## src/rtl/fwd_pkg.sv

```systemverilog
package fwd_pkg;
  localparam int LANES  = 2;
  localparam int STAGES = 3;
  localparam int SLOTS  = LANES * STAGES;
  localparam int SELW   = $clog2(SLOTS + 1);

  // cycles since issue at which a slot's stage holds its result (E=1, DF=2, W=3)
  function automatic int slot_age(input int slot);
    return slot / LANES + 1;
  endfunction

  // priority rank, 0 = strongest: younger stage first, then younger lane
  function automatic int slot_rank(input int slot);
    return (slot / LANES) * LANES + (LANES - 1 - slot % LANES);
  endfunction

  // select code carried for a slot; 0 is kept for the register file
  function automatic int slot_code(input int slot);
    return slot + 1;
  endfunction
endpackage

```

## src/rtl/producer_qualify.sv

```systemverilog
module producer_qualify
  import fwd_pkg::*;
#(
  parameter int MUL_LAT = 3
) (
  input  logic [SLOTS-1:0] we,
  input  logic [SLOTS-1:0] pred,
  input  logic [SLOTS-1:0] is_mul,
  output logic [SLOTS-1:0] live
);
  for (genvar g = 0; g < SLOTS; g++) begin : g_slot
    if (slot_age(g) >= MUL_LAT) begin : g_ready
      assign live[g] = we[g] & pred[g];
    end else begin : g_gate
      assign live[g] = we[g] & pred[g] & ~is_mul[g];
    end
  end
endmodule

```

## src/rtl/operand_pick.sv

```systemverilog
module operand_pick
  import fwd_pkg::*;
#(
  parameter int XLEN = 64,
  parameter int RW   = 5
) (
  input  logic [RW-1:0]         src,
  input  logic [XLEN-1:0]       rf_val,
  input  logic [SLOTS-1:0]      live,
  input  logic [SLOTS*RW-1:0]   dst,
  input  logic [SLOTS*XLEN-1:0] val,
  output logic [SELW-1:0]       sel,
  output logic [XLEN-1:0]       out
);
  logic [SLOTS-1:0] match;

  always_comb begin
    logic hit;
    hit = 1'b0;
    sel = '0;
    out = rf_val;
    for (int s = 0; s < SLOTS; s++)
      match[s] = live[s] && (dst[s*RW +: RW] == src) && (src != '0);
    for (int st = 0; st < STAGES; st++) begin
      for (int ln = LANES - 1; ln >= 0; ln--) begin
        if (match[st*LANES + ln] && !hit) begin
          hit = 1'b1;
          sel = SELW'(slot_code(st*LANES + ln));
          out = val[(st*LANES + ln)*XLEN +: XLEN];
        end
      end
    end
    if (src == '0) out = '0;


    if (src == '0) zero_reg_chk: assert (sel == '0 && out == '0);

    if (src != '0 && sel == '0) rf_pass_chk: assert (out == rf_val);
    if (sel != '0) begin

      eligible_chk: assert (live[int'(sel) - 1] && dst[(int'(sel) - 1)*RW +: RW] == src);

      value_chk: assert (out == val[(int'(sel) - 1)*XLEN +: XLEN]);

      for (int t = 0; t < SLOTS; t++)
        if (match[t]) youngest_chk: assert (slot_rank(t) >= slot_rank(int'(sel) - 1));
    end else begin

      no_match_chk: assert (match == '0);
    end
  end
endmodule

```

## src/rtl/dual_lane_fwd_sel.sv

```systemverilog
module dual_lane_fwd_sel
  import fwd_pkg::*;
#(
  parameter int XLEN    = 64,
  parameter int RW      = 5,
  parameter int OPS     = 4,
  parameter int MUL_LAT = 3
) (
  input  logic [LANES*OPS*RW-1:0]   lane_src,
  input  logic [LANES*OPS*XLEN-1:0] lane_rf,
  input  logic [SLOTS-1:0]          prd_we,
  input  logic [SLOTS-1:0]          prd_pred,
  input  logic [SLOTS-1:0]          prd_mul,
  input  logic [SLOTS*RW-1:0]       prd_dst,
  input  logic [SLOTS*XLEN-1:0]     prd_val,
  input  logic [RW-1:0]             jmp_src,
  input  logic [XLEN-1:0]           jmp_rf,
  output logic [LANES*OPS*SELW-1:0] opnd_sel,
  output logic [LANES*OPS*XLEN-1:0] opnd_val,
  output logic [SELW-1:0]           jmp_sel,
  output logic [XLEN-1:0]           jmp_val
);
  localparam int NPICK = LANES * OPS;

  logic [SLOTS-1:0] live;

  producer_qualify #(.MUL_LAT(MUL_LAT)) u_qual (
    .we(prd_we), .pred(prd_pred), .is_mul(prd_mul), .live(live)
  );

  for (genvar k = 0; k < NPICK; k++) begin : g_opnd
    operand_pick #(.XLEN(XLEN), .RW(RW)) u_pick (
      .src(lane_src[k*RW +: RW]), .rf_val(lane_rf[k*XLEN +: XLEN]),
      .live(live), .dst(prd_dst), .val(prd_val),
      .sel(opnd_sel[k*SELW +: SELW]), .out(opnd_val[k*XLEN +: XLEN])
    );
  end

  operand_pick #(.XLEN(XLEN), .RW(RW)) u_jmp (
    .src(jmp_src), .rf_val(jmp_rf), .live(live), .dst(prd_dst), .val(prd_val),
    .sel(jmp_sel), .out(jmp_val)
  );

  always_comb begin
    for (int s = 0; s < SLOTS; s++) begin

      if (prd_mul[s] && slot_age(s) < MUL_LAT) mul_wait_chk: assert (!live[s]);

      if (!prd_we[s] || !prd_pred[s]) dead_slot_chk: assert (!live[s]);
    end

    for (int k = 0; k < NPICK; k++)
      if (lane_src[k*RW +: RW] == jmp_src)
        jmp_agree_chk: assert (jmp_sel == opnd_sel[k*SELW +: SELW]);
  end
endmodule

```

## config.mk

```make
export PLATFORM = sky130hd
export DESIGN_NAME = dual_lane_fwd_sel
export DESIGN_NICKNAME = d
export VERILOG_FILES = /design/src/rtl/fwd_pkg.sv /design/src/rtl/producer_qualify.sv /design/src/rtl/operand_pick.sv /design/src/rtl/dual_lane_fwd_sel.sv
export SDC_FILE = /design/constraint.sdc
export NUM_CORES = 2
export LEC_CHECK = 0
export BUFFER_PORTS_ARGS = -buffer_cell sky130_fd_sc_hd__buf_2
export CAP_MARGIN = 10
export CORE_AREA = 4 4 647 649
export DETAILED_ROUTE_END_ITERATION = 10
export DIE_AREA = 0 0 651 653
export PLACE_DENSITY = 0.32
export SYNTH_ARGS = -nofsm -noshare
export SYNTH_HDL_FRONTEND = slang
export SYNTH_SLANG_ARGS = --single-unit
```

## constraint.sdc

```tcl
create_clock -name vclk -period 6.15
set_input_delay 1.23 -clock vclk [all_inputs]
set_output_delay 1.23 -clock vclk [all_outputs]
set_load 0.01 [all_outputs]
```

==> flow_summary.json <==
{
  "status": "complete, no violations",
  "ys_seq_area_share_pct": 0,
  "synth_top_family_by_area": "compound AO/OA/AOI/OAI gates",
  "nets": 8514,
  "yosys-top-cells-area": "a32oi_1, a21oi_1, clkbuf_1, a21o_1, nor2_1",
  "ir_drop_v": 0.0000447,
  "place.gp.congestion": 0.946,
  "synth-adder-area-share_pct": 0,
  "crit_type": "primary input to output pin",
  "antenna_found_initial": 432,
  "syn-cell-area_mm2": 0.0371,
  "pre_cts_slack_ns": -0.201,
  "power_uw": 4170,
  "hold_viol": 0,
  "die_x_um": 651,
  "seq_area_um2": 0,
  "p_per_area_mw_per_mm2": 74.0,
  "drtIter0Drc": 13300,
  "grt_max_degree": 77,
  "worstPathRequired_ns": 4.92,
  "cp_max_fo": 21,
  "end_kind": "output pin",
  "finalMaxSlewViolations": 0,
  "cp-endpoint": "opnd_val[143]",
  "dp.final_hpwl_um": 508000,
  "synthCells": 6357,
  "cts_hold_buf": 0,
  "detail_route.wl_per_cell_um": 49.0,
  "syn_avg_cell_area_um2": 5.83,
  "synthSimpleGateAreaFrac_pct": 18.7,
  "synth_area_leader_cell": "a32oi_1",
  "ys_warn_count": 0,
  "setup_viol": 0,
  "via_per_inst": 5.36,
  "period_share_pct": 99.9,
  "io_buffer_count": 1654,
  "crit_start": "prd_mul[1]",
  "nFillCells": 48200,
  "drive_gt1_share_pct": 33.2,
  "fmax_mhz": 163,
  "synth_fp_nets": 7410,
  "syn_to_final_growth_pct": 51.9,
  "grt_first_pass_wirelength_um": 792000,
  "muxShareOfSynthArea_pct": 1.91,
  "fp.dieH_um": 653,
  "track_usage_pct": 28.7,
  "die-area_mm2": 0.425,
  "slew-limit-headroom_pct": 27.1,
  "ys_types": 76,
  "seq_cell_count": 0,
  "worst_slew_pin_slew_ns": 1.08,
  "grt_setup_unrepaired": "no",
  "crit_path_start_kind": "primary input",
  "drc": 0,
  "rows": 236,
  "first_global_vias": 63100,
  "cp.arrival_ns": 4.91,
  "num_vias": 71000,
  "cap_violations": 0,
  "boundaryPins": 1656,
  "p_leak_uw": 0.0233,
  "initial_core_util_pct": 8.99,
  "core_area_mm2": 0.413,
  "hp-start": "prd_val[167]",
  "fin_util_pct": 13.7,
  "synth_compound_area_share_pct": 59.2,
  "ant_nets": 0,
  "layout_setup_ws_ns": 0.00870,
  "wirelength_um": 649000,
  "synth_xor_area_share_pct": 6.09,
  "multi_input_area_mm2": 0.0325,
  "firstDrtPassIters": 10,
  "grt_overflow_total": 0,
  "clock_buffers": 0,
  "layout_min_cycle_time_ns": 6.14,
  "synth_top_area_share_pct": 10.9,
  "min-delay-path-class": "primary input to output pin"
}
[cell type report]
type                       count  share of cell area (%)
antenna                      313                    1.39
multi-input combinational   5086                    57.7
inverter                      79                   0.527
timing repair buffer        2294                    28.3
tap                         5474                    12.2
[stage by stage]
step / hold slack [ns] / area [um2] / std cells / setup TNS (ns)
3_3_place_gp: 2.97 / 55400 / 12900 / -1.78
4_1_cts: 2.98 / 55500 / 12900 / 0
3_5_place_dp: 2.98 / 55500 / 12900 / -1.28
2_1_floorplan: 2.65 / 37100 / 6357 / 0
5_1_grt: 3.00 / 56000 / 13100 / 0
6_report: 2.99 / 56300 / 13200 / 0
[routing by layer]
layer | track usage [%] | wire (um) | share of wire [%] | vias to the layer above
li1 | - | - | - | 26800
met1 | 33.6 | 243000 | 37 | 34600
met2 | 42.4 | 267000 | 41 | 7301
met3 | 13.4 | 87600 | 13 | 2015
met4 | 17.0 | 50400 | 7.8 | 220
met5 | 0 | 1470 | 0.23 | -
[kinds of logic (layout without fill, tap and decap cells)]
group | count (synthesis) | count (layout)
multiplexers | 63 | 63
XOR/XNOR | 258 | 258
AO/OA/AOI/OAI | 3294 | 3294
other | 0 | 313
AND/OR/NAND/NOR | 1471 | 1471
buffers and inverters | 1271 | 2373
[placed cells by master (no fill, tap or decap), drive strengths merged, types with 6 or more instances in the layout]
master	n
o21ai	541
a221o	7
nor4	61
inv	79
xor2	140
o21bai	6
nand2	236
and3	84
a21oi	796
o211ai	17
diode	313
a22oi	135
or4	16
a211o	26
a21o	313
a31oi	102
nand3	351
o22ai	308
a32o	31
o221ai	32
buf	2294
or3	9
xnor2	118
and4	9
a32oi	460
o2bb2ai	221
nand4	42
nor3	10
mux2	63
nor2	585
or2	7
o31ai	130
a211oi	146
and2	35
[cell usage after synthesis, types with 33 or more instances]
| cell type | instances |
|---|---|
| o2bb2ai_1 | 221 |
| and3_1 | 84 |
| and2_1 | 33 |
| inv_1 | 79 |
| nand2_1 | 236 |
| a21o_1 | 313 |
| nand4_1 | 41 |
| buf_2 | 225 |
| o21ai_1 | 108 |
| o31ai_1 | 130 |
| a21oi_1 | 795 |
| buf_1 | 159 |
| o21ai_0 | 432 |
| mux2_2 | 63 |
| a31oi_1 | 102 |
| a32oi_1 | 460 |
| nor4_1 | 54 |
| a22oi_1 | 135 |
| xnor2_1 | 118 |
| nand3_1 | 348 |
| a211oi_1 | 142 |
| o22ai_1 | 308 |
| nor2_1 | 580 |
| clkbuf_1 | 757 |
| xor2_1 | 140 |
[worst max-delay path, stage by stage]
cell and delay [ns]:
buf_2 0.11, nand3b_1 0.56, buf_4 0.35, nor4_1 0.35
buf_4 0.21, nand3_4 0.13, and4b_2 0.38, or3b_1 0.26
nand3_4 0.13, buf_4 0.30, o21ai_0 0.45, buf_4 0.20
buf_2 0.14
[power by group]
group | internal [uW] | switching, uW
Sequential | 0 | 0
Combinational | 1300 | 2870
Clock | 0.00560 | 0
Total | 1300 | 2870
[worst min path at each step]
stage	endpoint	cells after the start
3_5_place_dp	opnd_val[231]	4
6_report	opnd_val[231]	4
5_1_grt	opnd_val[213]	4
2_1_floorplan	opnd_val[190]	2
3_3_place_gp	opnd_val[103]	4
4_1_cts	opnd_val[231]	4
[timing repair]
action                                  4_1_cts  5_1_grt
endpoints found under the setup margin       15        8
pin swaps                                     2        0
buffers inserted                              3        0
resized for setup                             4        9
Power figures use the tool's default switching activity.
